$ cat src/rtl/ovr_pkg.sv
package ovr_pkg;
   // counter width able to hold the saturation value RUN_LIMIT+1
   function automatic int run_cnt_w(input int limit);
      return (limit < 1) ? 1 : $clog2(limit + 2);
   endfunction
endpackage

$ cat src/rtl/ovr_thr_reg.sv
module ovr_thr_reg #(
   parameter int          THR_W   = 16,
   parameter logic [15:0] RST_VAL = 16'hCCCC
) (
   input  logic             clk,
   input  logic             rst_n,
   input  logic             we,
   input  logic [THR_W-1:0] wdata,
   output logic [THR_W-1:0] q
);
   always_ff @(posedge clk) begin
      if (!rst_n)  q <= THR_W'(RST_VAL);
      else if (we) q <= wdata;
   end
endmodule

$ cat src/rtl/ovr_mag_cmp.sv
module ovr_mag_cmp #(
   parameter int SAMP_W = 24,
   parameter int THR_W  = 16
) (
   input  logic signed [SAMP_W-1:0] sample,
   input  logic        [THR_W-1:0]  thr,
   output logic                     over
);
   localparam int CMP_W = SAMP_W + THR_W;

   logic [SAMP_W-1:0] mag;
   logic [CMP_W-1:0]  lhs, rhs;

   // the most negative code maps to 2^(SAMP_W-1), which still fits unsigned
   always_comb mag = sample[SAMP_W-1] ? (~sample + 1'b1) : sample;

   always_comb begin
      lhs  = {mag, {THR_W{1'b0}}};
      rhs  = CMP_W'(thr) << (SAMP_W - 1);
      over = lhs > rhs;
   end
endmodule

$ cat src/rtl/ovr_run_cnt.sv
module ovr_run_cnt #(
   parameter int RUN_LIMIT = 4,
   parameter int CNT_W     = ovr_pkg::run_cnt_w(RUN_LIMIT)
) (
   input  logic             clk,
   input  logic             rst_n,
   input  logic             tick,
   input  logic             full,
   output logic [CNT_W-1:0] cnt,
   output logic             trip
);
   generate
      if (RUN_LIMIT == 0) begin : g_direct
         // any full-scale tick trips at once; no history kept
         assign cnt  = '0;
         assign trip = tick & full;
      end else begin : g_count
         localparam logic [CNT_W-1:0] SAT = CNT_W'(RUN_LIMIT + 1);
         localparam logic [CNT_W-1:0] LIM = CNT_W'(RUN_LIMIT);
         logic [CNT_W-1:0] cnt_q;

         always_ff @(posedge clk) begin
            if (!rst_n)          cnt_q <= '0;
            else if (tick) begin
               if (!full)        cnt_q <= '0;
               else if (cnt_q != SAT) cnt_q <= cnt_q + 1'b1;
            end
         end

         assign cnt  = cnt_q;
         assign trip = tick & full & (cnt_q >= LIM);
      end
   endgenerate
endmodule

$ cat src/rtl/ovr_flag_ctl.sv
module ovr_flag_ctl (
   input  logic clk,
   input  logic rst_n,
   input  logic sample_evt,
   input  logic thr_hit,
   input  logic run_hit,
   output logic flag
);
   logic win_q;   // a run trip occurred since the last sample strobe

   always_ff @(posedge clk) begin
      if (!rst_n) begin
         flag  <= 1'b0;
         win_q <= 1'b0;
      end else begin
         if (thr_hit || run_hit)        flag <= 1'b1;
         else if (sample_evt && !win_q) flag <= 1'b0;

         if (sample_evt) win_q <= 1'b0;
         else if (run_hit) win_q <= 1'b1;
      end
   end
endmodule

$ cat src/rtl/ovr_detect.sv
module ovr_detect #(
   parameter int          SAMP_W    = 24,
   parameter int          THR_W     = 16,
   parameter int          RUN_LIMIT = 4,
   parameter logic [15:0] THR_RST   = 16'hCCCC
) (
   input  logic                     clk,
   input  logic                     rst_n,
   input  logic                     cfg_we,
   input  logic [THR_W-1:0]         cfg_wdata,
   output logic [THR_W-1:0]         thr_rdata,
   input  logic                     stage_valid,
   input  logic signed [SAMP_W-1:0] stage_data,
   input  logic                     mod_tick,
   input  logic                     mod_full,
   output logic                     ovr_flag
);
   localparam int CNT_W = ovr_pkg::run_cnt_w(RUN_LIMIT);

   generate
      if (SAMP_W < 2)     begin : g_bad_samp  $error("SAMP_W must be at least 2");     end
      if (THR_W < 1 || THR_W > 16) begin : g_bad_thr $error("THR_W must be 1..16"); end
      if (RUN_LIMIT < 0)  begin : g_bad_run   $error("RUN_LIMIT must be non-negative"); end
   endgenerate

   logic             over;
   logic             thr_hit;
   logic             run_hit;
   logic [CNT_W-1:0] run_cnt;

   ovr_thr_reg #(.THR_W(THR_W), .RST_VAL(THR_RST)) u_thr (
      .clk(clk), .rst_n(rst_n), .we(cfg_we), .wdata(cfg_wdata), .q(thr_rdata)
   );

   ovr_mag_cmp #(.SAMP_W(SAMP_W), .THR_W(THR_W)) u_cmp (
      .sample(stage_data), .thr(thr_rdata), .over(over)
   );

   assign thr_hit = stage_valid & over;

   ovr_run_cnt #(.RUN_LIMIT(RUN_LIMIT), .CNT_W(CNT_W)) u_run (
      .clk(clk), .rst_n(rst_n), .tick(mod_tick), .full(mod_full),
      .cnt(run_cnt), .trip(run_hit)
   );

   ovr_flag_ctl u_flag (
      .clk(clk), .rst_n(rst_n), .sample_evt(stage_valid),
      .thr_hit(thr_hit), .run_hit(run_hit), .flag(ovr_flag)
   );
endmodule

$ cat config.mk
export PLATFORM = sky130hd
export DESIGN_NAME = ovr_detect
export DESIGN_NICKNAME = d
export VERILOG_FILES = /design/src/rtl/ovr_pkg.sv /design/src/rtl/ovr_thr_reg.sv /design/src/rtl/ovr_mag_cmp.sv /design/src/rtl/ovr_run_cnt.sv /design/src/rtl/ovr_flag_ctl.sv /design/src/rtl/ovr_detect.sv
export SDC_FILE = /design/constraint.sdc
export NUM_CORES = 1
export LEC_CHECK = 0
export BUFFER_PORTS_ARGS = -buffer_cell sky130_fd_sc_hd__buf_2
export CAP_MARGIN = 20
export CORE_AREA = 2 2 59 61
export DETAILED_ROUTE_END_ITERATION = 10
export DIE_AREA = 0 0 61 63
export PLACE_DENSITY = 0.79
export REMOVE_ABC_BUFFERS = 1
export SYNTH_ARGS = -nofsm -noshare
export SYNTH_HDL_FRONTEND = slang
export SYNTH_SLANG_ARGS = --single-unit
$ cat constraint.sdc
create_clock -name clk -period 8.54 [get_ports clk]
set_input_delay 0.427 -clock clk [delete_from_list [all_inputs] [get_ports clk]]
set_output_delay 0.427 -clock clk [all_outputs]
set_load 0.05 [all_outputs]
==> metrics.log <==
INFO  metric totalNegativeSetupSlack = 0 ns
INFO  metric worstSkewPairLatency = 0.30 ns
INFO  metric antenna_cells_inserted = 0
INFO  metric cts_tree = built
INFO  metric rr_endpoint = u_flag.flag
INFO  metric route.detailed.vias_per_inst = 5.04
INFO  metric grt_start_max_net_pins = 25
INFO  metric dp_cells = 294
INFO  metric netlist_top_cells_area = dfxtp_1, ha_1, xnor2_1
INFO  metric die_width = 61 um
INFO  metric clock-skew-final = 0.00110 ns
INFO  metric tritoncts_num_sinks = 21
INFO  metric reg2reg_slack = 6.66 ns
INFO  metric placementRows = 21
INFO  metric mostFrequentLayoutCell = buf_2
INFO  metric nets = 317
INFO  metric grt_pass1_vias = 1276
INFO  metric sum_of_routed_wire_length_over_all_layers = 3.44 mm
INFO  metric antenna_found_initial = 0
INFO  metric fp.coreArea = 3230 um2
INFO  metric htreeDepth = 1
INFO  metric worst_path_max_fanout = 4
INFO  metric synth_top_area_share = 26.4%
INFO  metric timing.critical_path.to_type = register
INFO  metric grt_usage = 17.7%
INFO  metric hold-path-endpoint = u_thr.q[2]
INFO  metric kind_of_critical_path = input pin to register
INFO  metric r2r_cells = 7
INFO  metric regToRegStartpoint = u_thr.q[15]
INFO  metric cts-root-buf = clkbuf_4
INFO  metric maxUsedRoutingLayer = met4
INFO  metric layoutNonFillerInstCount = 298
INFO  metric clkTransAtPathRegs = 0.11 ns
INFO  metric worst-slew-pin-transition = 0.497 ns
INFO  metric cpMaxStageDelayCell = or4_4
INFO  metric whs = 0.331 ns
INFO  metric grt_setup_unrepaired = false
INFO  metric final_layout_size_suffix_gt1_share = 29.0%
INFO  metric dpl_wire_length = 2.78 mm
INFO  metric clock_buffers_created_by_tritoncts = 3
INFO  metric syn_inst = 193
INFO  metric port_buffers = 62
INFO  metric hold_path_class = input pin to register
INFO  metric leakage = 0.971 nW
INFO  metric vdd_drop_max = 0.0845 mV
INFO  metric drv_cap = 0
INFO  metric final.min_clock_period = 3.14 ns
INFO  metric synthesis.yosys.warnings = 0
INFO  metric powerDensity = 125 nW/um2
INFO  metric pre_cts_worst_setup_slack = 5.08 ns
INFO  metric critical_path.startpoint_type = input pin
INFO  metric post_cts.repair.setup_buffers = 0
INFO  metric via_count = 1501
INFO  metric least_setup_slack_across_all_paths_after_layout = 5.40 ns
INFO  metric wirelength_met1 = 1.49 mm
INFO  metric cpMostUsedCell = a21oi_1
INFO  metric syn_area_per_cell = 8.25 um2
INFO  metric arrival = 3.34 ns
INFO  metric min-delay-start = cfg_wdata[2]
INFO  metric detailedRoute.firstIterationViolations = 32
INFO  metric critPathRequiredTime = 8.74 ns
INFO  metric met3_length = 182 um
INFO  metric achievable_freq = 318 MHz
INFO  metric wl_met2 = 1.74 mm
INFO  metric die-height = 63 um
INFO  metric slew-limit-headroom = 66.9%
INFO  metric final-setup-viol-count = 0
INFO  metric yosys_register_bits = 21
INFO  metric post_detailed_route_count_of_antenna_violating_nets = 0
INFO  metric cp_slowest_stage_delay = 0.55 ns
INFO  metric floorplan.initialDensity = 49.2%
INFO  metric boundaryPins = 63
INFO  metric synth.yosys.seq_area_share = 26.4%
INFO  metric slew_violations = 0
INFO  metric whs_path_depth = 3
INFO  metric hold_buffers = 0
INFO  metric grt_pass1_wl = 5.24 mm
INFO  metric critical_path_cell_by_cell = buf_2 -> or4_4 -> nor4b_4 -> nand3_2 -> o31ai_2 -> xnor2_1 -> ha_1 -> a21oi_1 -> o221ai_1 -> a211oi_1 -> a21oi_1 -> or3_1
INFO  metric hold_violations = 0
INFO  metric synthesis.area = 1590 um2
INFO  metric die_area = 3840 um2
INFO  metric post-synth-top-area-cell = dfxtp_1
INFO  metric cts.path.max_buffers = 2
INFO  metric final_min_period_over_clock_period = 36.8%
INFO  metric flow.area_growth_from_synthesis = 23.1%
INFO  metric gp_congestion = 0.811
INFO  metric routedWlPerCell = 11.6 um
INFO  metric global_route.overflow_total = 0
INFO  metric finish.utilization = 60.6%
INFO  metric post_cts_gate_resize_count = 0
INFO  metric detailedRoute.firstPassIterationCount = 4
INFO  metric synth_cell_types = 35
INFO  metric final_cell_mix = buf_2, nand2_1, inv_1, dfxtp_1, ha_1
INFO  metric detail_route.drc_violations = 0
INFO  metric status = finished, final reports clean
==> worst max-delay path by stage <==
stage                        from          end  slack, ns
global placement    stage_data[4]  u_flag.flag       5.18
finish              stage_data[4]  u_flag.flag       5.40
global route        stage_data[4]  u_flag.flag       5.22
detailed placement  stage_data[4]  u_flag.flag       5.08
floorplan           stage_data[4]  u_flag.flag       5.38
CTS                 stage_data[4]  u_flag.flag       5.42
==> final cells by class <==
class | instances | area [um2]
Fill cell | 294 | 1270
Multi-Input combinational cell | 144 | 1070
Sequential cell | 21 | 420
Timing Repair Buffer | 62 | 310
Inverter | 21 | 78.8
Tap cell | 46 | 57.6
Clock buffer | 4 | 26.3
==> per-stage QoR <==
step / power [mW] / area [um2]
2_1_floorplan: 0.168 / 1570
3_3_place_gp: 0.198 / 1930
3_5_place_dp: 0.199 / 1930
4_1_cts: 0.249 / 1960
5_1_grt: 0.261 / 1960
6_report: 0.245 / 1960
==> per-layer routing <==
metal / vias up / GRT usage [%]
met1: 662 / 21.5
met3: 4 / 4.35
li1: 790 / -
met2: 45 / 30.5
met4: 0 / 4.08
met5: - / 0
==> state kept, by name, summed over array words and instances (netlist names) <==
register,count
u_flag.flag,1
u_thr.q,16
u_flag.win_q,1
u_run.cnt,3
==> Yosys cell counts, drive strengths merged <==
library cell  count
nor2b             8
mux2i             8
inv              21
nand2b            1
or3               2
a21o              2
a211oi            1
clkbuf            7
dfxtp            21
nand4             3
o211ai            8
nor2              4
and2              2
nor4b             1
o21ai            12
o221ai            1
o41ai             2
nand3             5
xor2              1
nand3b            1
ha               18
o211a             1
a21oi            10
nor3              2
or2               1
or4               2
nand2            24
nor4              4
xnor2            15
and3              1
o31ai             4
==> where the power goes <==
group / switching, mW / internal, mW
registers: 0.00359 / 0.104
clock network: 0.0293 / 0.0182
logic: 0.0551 / 0.0346
==> worst max-delay path, delay by kind of cell <==
| kind | cells | cell delay [ns] |
|---|---|---|
| AO/OA/AOI/OAI | 5 | 0.92 |
| XOR/XNOR | 1 | 0.16 |
| adder cells (fa/ha/maj) | 1 | 0.27 |
| buffers and inverters | 1 | 0.10 |
| AND/OR/NAND/NOR | 4 | 1.46 |
==> logic make-up after synthesis <==
| logic type | share of synthesized area, % |
|---|---|
| and+or+nand+nor | 21.5 |
| DFF | 26.4 |
| buffers and inverters | 6.60 |
| muxes | 5.03 |
| xor gates and xnor gates | 8.81 |
| AOI/OAI and AO/OA | 17.5 |
| adders and majority gates | 14.2 |
(Power assumes the default switching activity.)
